`src/rtl/serial_rx_queue_pkg.sv`:
```
package serial_rx_queue_pkg;

  // Strobes from control to storage.
  typedef struct packed {
    logic push;
    logic pop;
  } qStrobe_t;

  // Trigger level selection: the code values are part of the interface.
  typedef enum logic [1:0] {
    TRIG_ONE       = 2'd0,
    TRIG_QUARTER   = 2'd1,
    TRIG_HALF      = 2'd2,
    TRIG_NEAR_FULL = 2'd3
  } trigSel_e;

endpackage

```
`src/rtl/serial_rx_queue_store.sv`:
```
module serial_rx_queue_store
  import serial_rx_queue_pkg::*;
#(
  parameter int DEPTH = 16,
  parameter int WIDTH = 8
) (
  input  logic             clk,
  input  logic             rstN,
  input  qStrobe_t         strobe,
  input  logic [WIDTH-1:0] wrData,
  output logic [WIDTH-1:0] headData
);

  localparam int PTR_W = (DEPTH > 1) ? $clog2(DEPTH) : 1;
  localparam logic [PTR_W-1:0] LAST_SLOT = PTR_W'(DEPTH - 1);

  logic [WIDTH-1:0] mem [DEPTH];
  logic [PTR_W-1:0] wrPtr;
  logic [PTR_W-1:0] rdPtr;

  function automatic logic [PTR_W-1:0] nextPtr(input logic [PTR_W-1:0] p);
    return (p == LAST_SLOT) ? '0 : p + 1'b1;
  endfunction

  always_ff @(posedge clk or negedge rstN) begin
    if (!rstN) begin
      wrPtr <= '0;
      rdPtr <= '0;
    end else begin
      if (strobe.push) wrPtr <= nextPtr(wrPtr);
      if (strobe.pop)  rdPtr <= nextPtr(rdPtr);
    end
  end

  always_ff @(posedge clk) begin
    if (strobe.push) mem[wrPtr] <= wrData;
  end

  assign headData = mem[rdPtr];

endmodule

```
`src/rtl/serial_rx_queue_ctrl.sv`:
```
module serial_rx_queue_ctrl
  import serial_rx_queue_pkg::*;
#(
  parameter int DEPTH      = 16,
  parameter int IDLE_CHARS = 4,
  parameter int CNT_W      = $clog2(DEPTH + 1)
) (
  input  logic             clk,
  input  logic             rstN,
  input  logic             charValid,
  input  logic             rdStrobe,
  input  logic             ovrClear,
  input  logic [1:0]       trigSel,
  input  logic             rxIntEn,
  input  logic             charTick,
  output qStrobe_t         strobe,
  output logic [CNT_W-1:0] fillCount,
  output logic             dataAvail,
  output logic             overrun,
  output logic             rxDataIrq,
  output logic             timeoutIrq
);

  localparam int IDLE_W = $clog2(IDLE_CHARS + 1);
  localparam logic [CNT_W-1:0]  FULL_CNT  = CNT_W'(DEPTH);
  localparam logic [IDLE_W-1:0] IDLE_LIM  = IDLE_W'(IDLE_CHARS);

  logic              isFull;
  logic              isEmpty;
  logic [CNT_W-1:0]  trigLevel;
  logic [IDLE_W-1:0] idleCnt;

  assign isFull    = (fillCount == FULL_CNT);
  assign isEmpty   = (fillCount == '0);
  assign dataAvail = !isEmpty;

  assign strobe.push = charValid && !isFull;
  assign strobe.pop  = rdStrobe && !isEmpty;

  always_comb begin
    unique case (trigSel_e'(trigSel))
      TRIG_ONE:       trigLevel = CNT_W'(1);
      TRIG_QUARTER:   trigLevel = CNT_W'(DEPTH / 4);
      TRIG_HALF:      trigLevel = CNT_W'(DEPTH / 2);
      TRIG_NEAR_FULL: trigLevel = CNT_W'(DEPTH - 2);
      default:        trigLevel = CNT_W'(1);
    endcase
  end

  always_ff @(posedge clk or negedge rstN) begin
    if (!rstN) begin
      fillCount <= '0;
    end else begin
      unique case ({strobe.push, strobe.pop})
        2'b10:   fillCount <= fillCount + 1'b1;
        2'b01:   fillCount <= fillCount - 1'b1;
        default: fillCount <= fillCount;
      endcase
    end
  end

  // Idle timer in character times; any accepted access restarts it.
  always_ff @(posedge clk or negedge rstN) begin
    if (!rstN) begin
      idleCnt <= '0;
    end else if (strobe.push || strobe.pop || isEmpty) begin
      idleCnt <= '0;
    end else if (charTick && idleCnt != IDLE_LIM) begin
      idleCnt <= idleCnt + 1'b1;
    end
  end

  always_ff @(posedge clk or negedge rstN) begin
    if (!rstN) begin
      overrun <= 1'b0;
    end else if (charValid && isFull) begin
      overrun <= 1'b1;
    end else if (ovrClear) begin
      overrun <= 1'b0;
    end
  end

  assign rxDataIrq  = rxIntEn && (fillCount >= trigLevel);
  assign timeoutIrq = rxIntEn && !isEmpty && (idleCnt == IDLE_LIM);

endmodule

```
`src/rtl/serial_rx_queue.sv`:
```
module serial_rx_queue
  import serial_rx_queue_pkg::*;
#(
  parameter int DEPTH      = 16,
  parameter int WIDTH      = 8,
  parameter int IDLE_CHARS = 4
) (
  input  logic             clk,
  input  logic             rstN,
  input  logic             charValid,
  input  logic [WIDTH-1:0] charData,
  input  logic             rdStrobe,
  output logic [WIDTH-1:0] rdData,
  output logic             dataAvail,
  input  logic             ovrClear,
  output logic             overrun,
  input  logic [1:0]       trigSel,
  input  logic             rxIntEn,
  input  logic             charTick,
  output logic             rxDataIrq,
  output logic             timeoutIrq
);

  localparam int CNT_W = $clog2(DEPTH + 1);

  qStrobe_t         strobe;
  logic [CNT_W-1:0] fillCount;
  logic [WIDTH-1:0] headData;

  serial_rx_queue_ctrl #(
    .DEPTH(DEPTH), .IDLE_CHARS(IDLE_CHARS), .CNT_W(CNT_W)
  ) u_ctrl (
    .clk(clk), .rstN(rstN), .charValid(charValid), .rdStrobe(rdStrobe),
    .ovrClear(ovrClear), .trigSel(trigSel), .rxIntEn(rxIntEn),
    .charTick(charTick), .strobe(strobe), .fillCount(fillCount),
    .dataAvail(dataAvail), .overrun(overrun), .rxDataIrq(rxDataIrq),
    .timeoutIrq(timeoutIrq)
  );

  serial_rx_queue_store #(
    .DEPTH(DEPTH), .WIDTH(WIDTH)
  ) u_store (
    .clk(clk), .rstN(rstN), .strobe(strobe), .wrData(charData),
    .headData(headData)
  );

  assign rdData = dataAvail ? headData : '0;

endmodule

```
`config.mk`:
```
export PLATFORM = sky130hd
export DESIGN_NAME = serial_rx_queue
export DESIGN_NICKNAME = d
export VERILOG_FILES = /design/src/rtl/serial_rx_queue_pkg.sv /design/src/rtl/serial_rx_queue_store.sv /design/src/rtl/serial_rx_queue_ctrl.sv /design/src/rtl/serial_rx_queue.sv
export SDC_FILE = /design/constraint.sdc
export NUM_CORES = 1
export LEC_CHECK = 0
export CAP_MARGIN = 20
export CORE_ASPECT_RATIO = 1.25
export CORE_MARGIN = 5
export CORE_UTILIZATION = 54
export DETAILED_ROUTE_END_ITERATION = 12
export GPL_TIMING_DRIVEN = 1
export PLACE_DENSITY = 0.75
export SLEW_MARGIN = 30
export SYNTH_ARGS = -nofsm -noshare
export SYNTH_HDL_FRONTEND = slang
export SYNTH_SLANG_ARGS = --single-unit
```
`constraint.sdc`:
```
create_clock -name clk -period 3 [get_ports clk]
set_clock_uncertainty 0.05 [all_clocks]
set_input_delay 0.75 -clock clk [delete_from_list [all_inputs] [get_ports clk]]
set_output_delay 0.75 -clock clk [all_outputs]
set_load 0.01 [all_outputs]
```
==> flow_summary.ini, run 1 <==
[status]
outcome = complete, but fails checks
violations = negative setup slack

[placement]
portBuffers = 28
dp_hpwl_um = 8736
gp_congestion = 0.8559
dp_slack_ns = -0.3056

[die]
start_util_pct = 54.72
dieArea_um2 = 13990
num_io_pins = 29
die_w_um = 106.8
core-area_um2 = 11560
die_h_um = 131.0
rows = 44

[grt]
overflow = 0
first_global_vias = 3798
grt_usage_pct = 22.72
grt_pass1_wl_um = 22510
grt_max_degree = 28
antenna_found_initial = 0

[synth]
synth_common_cells = 128 x edfxtp_1, 22 x mux4_1, 19 x nor2_1
synth_warnings = 0
synth_top_area_cell = edfxtp_1
synth_edf_count = 128
synth_compound_area_share_pct = 4.866
synth_seq_cells = 145
synthSimpleGateAreaFrac_pct = 5.578
synth_top_family_by_area = multiplexers
synth_cell_types = 46
yosys.area_share.xor_xnor_pct = 1.108
synth_area_um2 = 6326
yosysMostFrequentCell = edfxtp_1
synth_fa_ha_area_share_pct = 3.165
synth_area_leaders = edfxtp_1 61%, mux4_1 9.1%, dfrtp_1 6.7%, mux4_2 3.6%, ha_1 3.2%
synth_nets = 393
synth_ff_type = edfxtp_1
ys_seq_area_share_pct = 67.48
synth_top_area_share_pct = 60.76
synthArstFlopShare_pct = 11.72
syn-mean-instance-area_um2 = 17.57
synth.area.mux_share_pct = 14.66
synth_cells = 360

[final_layout]
fin_nets = 474
post-route-util_pct = 67.00
diodes = 0
area_growth_pct = 22.45
layout-drive-gt1-share_pct = 31.94

[route]
via_per_inst = 6.196
detail-route-antenna-nets = 0
drt-initial-drc-count = 375
dr_total_vias = 3668
avgRoutedWirePerCell_um = 24.84
drc = 0
firstDrtPassIters = 5
routed_wl_um = 14700

[cts]
tritoncts = done
insertion_delay_ns = 0.42
cts_buffer_depth = 2
cts.sinks = 145
htree_num_levels = 4
root_buffer = clkbuf_16
cts_made_buffers = 17
clk_pin_slew_ns = 0.06

[setup_path]
critical_path_class = reg -> out
cp_slowest_stage_delay_ns = 0.54
critical_path.cell_chain = buf_4 > buf_12 > mux4_2 > nor2b_2 > a211oi_4 > a211oi_2 > buf_2
worstPathMaxFanout = 6
cp-end-kind = output pin
critPathRequiredTime_ns = 2.20
reg2reg_depth = 11
cp.arrival_ns = 2.26
critPathLaunchType = flop
crit_slowest_cell = mux4_2

[timing]
finalHoldViolCount = 0
setup-violations-final = 8
rsz0062_at_grt = true
maxSlewViolCount = 0
tns_ns = -0.2929
whs_ns = 0.2053
max_freq_ghz = 0.3271
worst_slack_ns = -0.05686
min_period_ns = 3.057
fin_crit_sh_pct = 101.9
worstMarginPinSlew_ns = 0.7277
relSlewSlack_pct = 51.48

[power_and_ir_drop]
p_leak_nw = 2.786
pwr_density_cell_nw_per_um2 = 970.0
ir_worst_vdd_uv = 496.8

[job]
max_cap_violations = 0

[worst_hold_path]
hold_class = in -> async
cell usage in the layout, fill, tap and decap left out, types with 4 or more instances in the layout:
master	instances
buf_4	44
nor2b_1	6
nor2_1	19
buf_2	10
clkbuf_16	19
clkdlybuf4s50_1	18
a211oi_2	10
a211oi_1	5
mux4_2	25
mux2i_2	4
nand2_1	14
xnor2_1	5
dfrtp_1	16
nor3_1	7
nand3_1	7
mux4_1	7
edfxtp_1	128
o21ai_0	7
ha_1	16
mux2i_1	4
a21oi_1	6
inv_1	14
state kept, by name (all words and copies together), names as in the netlist:
register and flops:
u_store.wrPtr 4, u_ctrl.overrun 1, u_store.rdPtr 4, u_ctrl.idleCnt 3, u_store.mem 128, u_ctrl.fillCount 5
area by class of cell:
| type | instances | area (µm²) |
|---|---|---|
| sequential | 145 | 4270 |
| fill | 751 | 3815 |
| multi-input combinational | 180 | 1902 |
| timing repair buffer | 82 | 755.7 |
| clock buffer | 23 | 520.5 |
| tap | 138 | 172.7 |
| clock inverter | 9 | 68.82 |
| inverter | 15 | 56.30 |
final timing paths:
path	slack, ns	end	from
worst max-delay path	-0.06	rdData[7]	u_store.rdPtr[0]$_DFFE_PN0P_
worst min-delay path	0.21	u_ctrl.fillCount[0]$_DFFE_PN0P_	rstN
worst max register to register	0.29	u_ctrl.fillCount[4]$_DFFE_PN0P_	u_ctrl.fillCount[0]$_DFFE_PN0P_
worst min register to register	0.51	u_ctrl.overrun$_DFFE_PN0P_	u_ctrl.overrun$_DFFE_PN0P_
max in group asynchronous	2.38	u_store.rdPtr[0]$_DFFE_PN0P_	rstN
min in group clk	0.51	u_ctrl.overrun$_DFFE_PN0P_	u_ctrl.overrun$_DFFE_PN0P_
cell families (layout without fill, tap and decap cells):
family,after synthesis,in the layout
AOI/OAI and AO/OA,44,44
xor gates and xnor gates,8,8
adders and majority gates,16,16
buffers and inverters,35,129
DFF,145,145
muxes,44,44
and+or+nand+nor,68,68
stage by stage:
step | instance area, µm² | power, W | instances
after floorplan | 6326 | 0.004133 | 360
after global placement | 6990 | 0.004997 | 548
after detailed placement | 6990 | 0.005067 | 548
after CTS | 7695 | 0.007417 | 585
after global routing | 7746 | 0.007852 | 592
final | 7746 | 0.007514 | 592
report_power, final:
group,leakage (nW),switching (W),internal (W)
combinational,1.13,0.00139,0.00138
sequential,1.37,0.000243,0.00246
clock,0.286,0.000814,0.00123
routing by layer:
layer,track usage [%],wire [µm],vias up
met1,27.63,5669,1859
met5,0,0,-
met3,5.897,965,46
li1,-,-,1588
met4,12.19,629,0
met2,37.62,7438,175
critical path, delay by kind of cell (launching register included):
kind,cells,cell delay (ns)
flip-flops,1,0.39
multiplexers,1,0.54
buffers and inverters,3,0.40
AND/OR/NAND/NOR,1,0.20
AO/OA/AOI/OAI,2,0.30
repair_timing:
| item | CTS | global route |
|---|---|---|
| gates cloned | 3 | 0 |
| resized for setup | 81 | 7 |
| setup buffers | 2 | 7 |
| pin swaps | 9 | 7 |
| endpoints found under the setup margin | 9 | 11 |
| hold buffers | 0 | 0 |
Power figures use the tool's default switching activity.
==> inputs of run 2 (changes only) <==
Settings changed: SYNTH_HIERARCHICAL set to 1.
==> run 2 against run 1 <==
  * Largest cell class unchanged
  * Utilization decreased by 1.1 points
  * Sequential share of layout area increased by 2.8 points
  * The flow still finishes with violations (negative setup slack)
  * Area after synthesis decreased by 2.0%
  * Combinational power decreased by 16%
  * Sequential power about the same
==> flow_summary.ini, run 2 <==
[status]
violations = negative setup slack
outcome = complete, but fails checks

[grt]
grt_pass1_wl_um = 19590
overflow = 0
first_global_vias = 3582
grt_usage_pct = 19.45
antenna_found_initial = 0
grt_max_degree = 38

[final_layout]
top_register = u_store/mem
area_growth_pct = 18.94
layout_common_cells = 128 x edfxtp_1, 34 x mux2_2, 24 x buf_4
largest_register_ff_count = 128
layout-drive-gt1-share_pct = 29.44
diodes = 0
fin_nets = 466
top_regs = u_store/mem x128, u_ctrl/fillCount x5
final_common_cell = edfxtp_1
fillers = 777

[setup_path]
critical_path_class = reg -> out
critPathLaunchType = flop
cp_top_family = multiplexers
critPathRequiredTime_ns = 2.20
crit_slowest_cell = mux4_2
path_buf_inv = 3
cp.arrival_ns = 2.22
cp-end-kind = output pin
worstPathMaxFanout = 8
critical_path.cell_chain = buf_6 > buf_16 > mux4_2 > mux2i_1 > o22ai_1 > and2_1 > buf_2
cp_slowest_stage_delay_ns = 0.52

[cts]
cts.sinks = 145
clk_pin_slew_ns = 0.06
cts_hold_buf = 0
cts_made_buffers = 17
cts_buffer_depth = 2
htree_num_levels = 4
insertion_delay_ns = 0.41
root_buffer = clkbuf_16
tritoncts = done

[synth]
synth_seq_cells = 145
yosysMostFrequentCell = edfxtp_1
synth_area_um2 = 6197
synth_edf_count = 128
synth_ff_type = edfxtp_1
synthArstFlopShare_pct = 11.72
synth_cell_types = 37
synth_warnings = 6
synth_top_area_cell = edfxtp_1
synth_top_area_share_pct = 62.02
synth_nets = 409
ys_seq_area_share_pct = 68.89
synth_cells = 377
syn-mean-instance-area_um2 = 16.44
synth_area_leaders = edfxtp_1 62%, dfrtp_1 6.9%, mux2_2 6.2%, mux4_2 5.5%, ha_1 3.0%
synth_common_cells = 128 x edfxtp_1, 34 x mux2_2, 19 x nand2_1

[placement]
portBuffers = 28
dp_hpwl_um = 7794
gp_congestion = 0.7993

[timing]
max_freq_ghz = 0.3306
finalHoldViolCount = 0
min_period_ns = 3.025
setup-violations-final = 3
tns_ns = -0.05122
worstMarginPinSlew_ns = 0.6722
maxSlewViolCount = 0
whs_ns = 0.2164
relSlewSlack_pct = 55.05
worst_slack_ns = -0.02455
rsz0062_at_grt = true
fin_crit_sh_pct = 100.8

[die]
start_util_pct = 55.38
rows = 43
dieArea_um2 = 13730
num_io_pins = 29
die_h_um = 129.8
core-area_um2 = 11190
die_w_um = 105.8

[route]
drt-initial-drc-count = 262
dr_total_vias = 3446
via_per_inst = 5.941
detail-route-antenna-nets = 0
firstDrtPassIters = 5
drc = 0
routed_wl_um = 12190
avgRoutedWirePerCell_um = 21.01

[power_and_ir_drop]
p_leak_nw = 2.597
pwr_density_cell_nw_per_um2 = 944.6
ir_worst_vdd_uv = 487.3

[job]
max_cap_violations = 0

[worst_hold_path]
hold_class = in -> async
## run 2: cell count changes after synthesis, sizes merged, moves of 3 or more
cell / before / now
mux4: 32 / 16
nor2b: 8 / 1
and2: 1 / 8
nand2b: 3 / 6
inv: 15 / 12
buf: 13 / 16
mux2: 3 / 34
o22ai: 0 / 16
o221ai: 0 / 8
a211oi: 16 / 0
nand2: 14 / 19
## run 2: final timing paths
check,startpoint,to,slack (ns),depth (start not counted)
setup / recovery,u_store/rdPtr[0]$_DFFE_PN0P_,rdData[5],-0.02,7
hold / removal,rstN,u_ctrl/fillCount[4]$_DFFE_PN0P_,0.22,1
setup reg to reg,u_ctrl/fillCount[3]$_DFFE_PN0P_,u_ctrl/fillCount[3]$_DFFE_PN0P_,0.39,11
hold reg to reg,u_ctrl/overrun$_DFFE_PN0P_,u_ctrl/overrun$_DFFE_PN0P_,0.47,2
max in group asynchronous,rstN,u_store/rdPtr[1]$_DFFE_PN0P_,2.37,1
min in group clk,u_ctrl/overrun$_DFFE_PN0P_,u_ctrl/overrun$_DFFE_PN0P_,0.47,2
## run 2: per-layer routing
| layer | vias to the layer above | share of wire [%] | global-route usage, % |
|---|---|---|---|
| li1 | 1569 | - | - |
| met1 | 1761 | 39 | 23.42 |
| met2 | 95 | 54 | 33.86 |
| met3 | 21 | 4.5 | 4.750 |
| met4 | 0 | 2.2 | 8.155 |
| met5 | - | 0 | 0 |
## run 2: area by class of cell
| cell class | instances | area (µm²) | share of cell area (%) |
|---|---|---|---|
| Sequential cell | 145 | 4273 | 57.97 |
| Multi-Input combinational cell | 199 | 1792 | 24.31 |
| Timing Repair Buffer | 59 | 541.8 | 7.350 |
| Clock buffer | 19 | 432.9 | 5.873 |
| Tap cell | 135 | 168.9 | 2.292 |
| Clock inverter | 11 | 117.6 | 1.596 |
| Inverter | 12 | 45.04 | 0.6111 |
## run 2: cell families (layout without fill, tap and decap cells)
| family | count (synthesis) | after routing | synth area share [%] |
|---|---|---|---|
| AOI/OAI and AO/OA | 43 | 43 | 4.543 |
| adders and majority gates | 15 | 15 | 3.028 |
| buffers and inverters | 33 | 101 | 2.685 |
| DFF | 145 | 145 | 68.89 |
| muxes | 59 | 59 | 13.51 |
| xor gates and xnor gates | 11 | 11 | 1.555 |
| and+or+nand+nor | 71 | 71 | 5.795 |
## run 2: per-stage QoR
stage / power [W] / cells / area, µm² / util, % / setup slack (ns)
final: 0.006963 / 580 / 7371 / 65.87 / -0.02455
after global routing: 0.007307 / 580 / 7371 / 65.87 / -0.1220
after CTS: 0.006994 / 578 / 7351 / 65.69 / -0.04737
after detailed placement: 0.004984 / 544 / 6764 / 60.44 / -0.4514
after global placement: 0.004917 / 544 / 6764 / 60.44 / -0.3789
after floorplan: 0.004171 / 377 / 6197 / - / 0.4124
## run 2: timing repair
action                                  4_1_cts  5_1_grt
endpoints found under the setup margin       11        9
cloned                                        1        0
resized for setup                            51        3
pin swaps                                     3        1
buffers inserted                              3        2
## run 2: power by group
part	internal, W	leakage, nW	switching (W)
clock network	0.00121	0.268	0.000750
registers	0.00246	1.36	0.000230
logic	0.00118	0.965	0.00114
==> inputs of run 3 (changes only) <==
Clock period 3 ns to 2.5 ns, I/O delays scaled along.
==> run 3 against run 2 <==
  * The run still ends with negative setup slack left
  * Global-route usage is 0.66 points higher
  * Clock-buffer cell count grew 4
  * Die area stayed put
  * Critical endpoint is now rdData[7]
  * Critical path depth fell by 1
  * Power rose by 26%
  * Largest cell class unchanged
  * Clock power increased by 25%
==> flow_summary.ini, run 3 (synthesis results as in run 2) <==
[timing]
rsz0062_at_grt = true
maxSlewViolCount = 0
worstMarginPinSlew_ns = 0.6122
setup-violations-final = 8
fin_crit_sh_pct = 115.5
min_period_ns = 2.887
whs_ns = 0.4896
tns_ns = -2.748
worst_slack_ns = -0.3875
relSlewSlack_pct = 59.06
finalHoldViolCount = 0
max_freq_ghz = 0.3463

[final_layout]
largest_register_ff_count = 128
layout-drive-gt1-share_pct = 35.22
fin_area_um2 = 7625
post-route-util_pct = 68.14
fin_nets = 479
top_register = u_store/mem
fillers = 758
final_common_cell = edfxtp_1
diodes = 0
top_regs = u_store/mem x128, u_ctrl/fillCount x5
final_cell_count_no_fill = 595
layout_common_cells = 128 x edfxtp_1, 34 x mux2_2, 31 x buf_4
area_growth_pct = 23.04

[grt]
grt_usage_pct = 20.11
grt_max_degree = 26
first_global_vias = 3720
grt_pass1_wl_um = 20260
overflow = 0
antenna_found_initial = 0

[cts]
tritoncts = done
clk_pin_slew_ns = 0.06
cts.sinks = 145
cts_made_buffers = 17
cts_hold_buf = 0
htree_num_levels = 4
root_buffer = clkbuf_16
cts_buffer_depth = 2
insertion_delay_ns = 0.42

[route]
drc = 0
drt-initial-drc-count = 281
firstDrtPassIters = 4
routed_wl_um = 12870
via_per_inst = 5.908
dr_total_vias = 3515
detail-route-antenna-nets = 0
avgRoutedWirePerCell_um = 21.62

[setup_path]
critical_path.cell_chain = clkbuf_16 > mux4_2 > mux2i_2 > o22ai_1 > and2_1 > buf_2
cp.arrival_ns = 2.21
rr_startpoint = u_ctrl/fillCount[0]$_DFFE_PN0P_
worstPathMaxFanout = 8
cp_slowest_stage_delay_ns = 0.53
path_buf_inv = 2
cp-end-kind = output pin
critPathLaunchType = flop
critPathRequiredTime_ns = 1.82
reg2reg_depth = 13
setup.reg_to_reg.worst_slack_ns = 0.12
r2r_end = u_ctrl/fillCount[4]$_DFFE_PN0P_
crit_slowest_cell = mux4_2
critical_path_class = reg -> out
cp_top_family = multiplexers

[power_and_ir_drop]
ir_worst_vdd_uv = 662.7
pwr_density_cell_nw_per_um2 = 1148
p_leak_nw = 2.678

[placement]
portBuffers = 28
gp_congestion = 0.8065
dp_cells = 556
dp_hpwl_um = 7999
placed_cell_area_um2 = 6874

[die]
core-area_um2 = 11190
start_util_pct = 55.38
dieArea_um2 = 13730
rows = 43
die_h_um = 129.8
num_io_pins = 29
die_w_um = 105.8

[status]
violations = negative setup slack
outcome = complete, but fails checks

[worst_hold_path]
hold_class = in -> async

[job]
max_cap_violations = 0
run 3: worst max-delay path by stage:
stage | start | endpoint | depth (start not counted) | slack, ns
final | u_store/rdPtr[0]$_DFFE_PN0P_ | rdData[7] | 6 | -0.39
after global routing | u_store/rdPtr[0]$_DFFE_PN0P_ | rdData[5] | 7 | -0.46
after CTS | u_store/rdPtr[0]$_DFFE_PN0P_ | rdData[1] | 6 | -0.42
after detailed placement | trigSel[1] | rxDataIrq | 9 | -0.66
after global placement | trigSel[1] | rxDataIrq | 9 | -0.66
after floorplan | u_ctrl/fillCount[1]$_DFFE_PN0P_ | u_ctrl/fillCount[2]$_DFFE_PN0P_ | 13 | 0.007
run 3: metrics by stage:
step | power (W) | worst slack, ns
6_report | 0.008751 | -0.3875
5_1_grt | 0.009158 | -0.4639
4_1_cts | 0.008718 | -0.4195
3_5_place_dp | 0.006113 | -0.6621
3_3_place_gp | 0.006050 | -0.6603
2_1_floorplan | 0.005014 | 0.007106
run 3: area by class of cell:
class	instances	area (µm²)	share of cell area (%)
sequential	145	4272	56.02
tap	135	168.9	2.215
clock inverter	9	108.9	1.428
inverter	12	45.04	0.5907
clock buffer	23	467.9	6.137
timing repair buffer	72	660.6	8.664
multi-input combinational	199	1902	24.94
run 3: layer usage:
layer  vias up  share of wire (%)  GRT usage (%)
met5         -                  0              0
met1      1782                 37          22.67
met2       118                 55          36.37
met4         0                2.0          8.841
met3        23                6.1          5.047
li1       1592                  -              -
run 3: worst reg2reg max path, delay by kind of cell, from the launching register on:
| family | cells | cell delay (ns) |
|---|---|---|
| AND/OR/NAND/NOR | 5 | 0.71 |
| buffers and inverters | 3 | 0.36 |
| AO/OA/AOI/OAI | 1 | 0.17 |
| XOR/XNOR | 2 | 0.25 |
| flip-flops | 1 | 0.40 |
| adder cells (fa/ha/maj) | 2 | 0.37 |
run 3: repair_timing:
item | CTS | global route
pin swaps | 19 | 17
setup endpoints to repair | 12 | 13
resized for setup | 63 | 24
cloned | 1 | 0
buffers inserted | 3 | 3
run 3: report_power, final:
| group | total (W) | internal (W) | switching [W] | leakage, nW |
|---|---|---|---|---|
| sequential | 0.00319 | 0.00295 | 0.000243 | 1.36 |
| combinational | 0.00311 | 0.00159 | 0.00152 | 1.04 |
| clock | 0.00245 | 0.00152 | 0.000926 | 0.271 |
| total | 0.00875 | 0.00606 | 0.00269 | 2.68 |
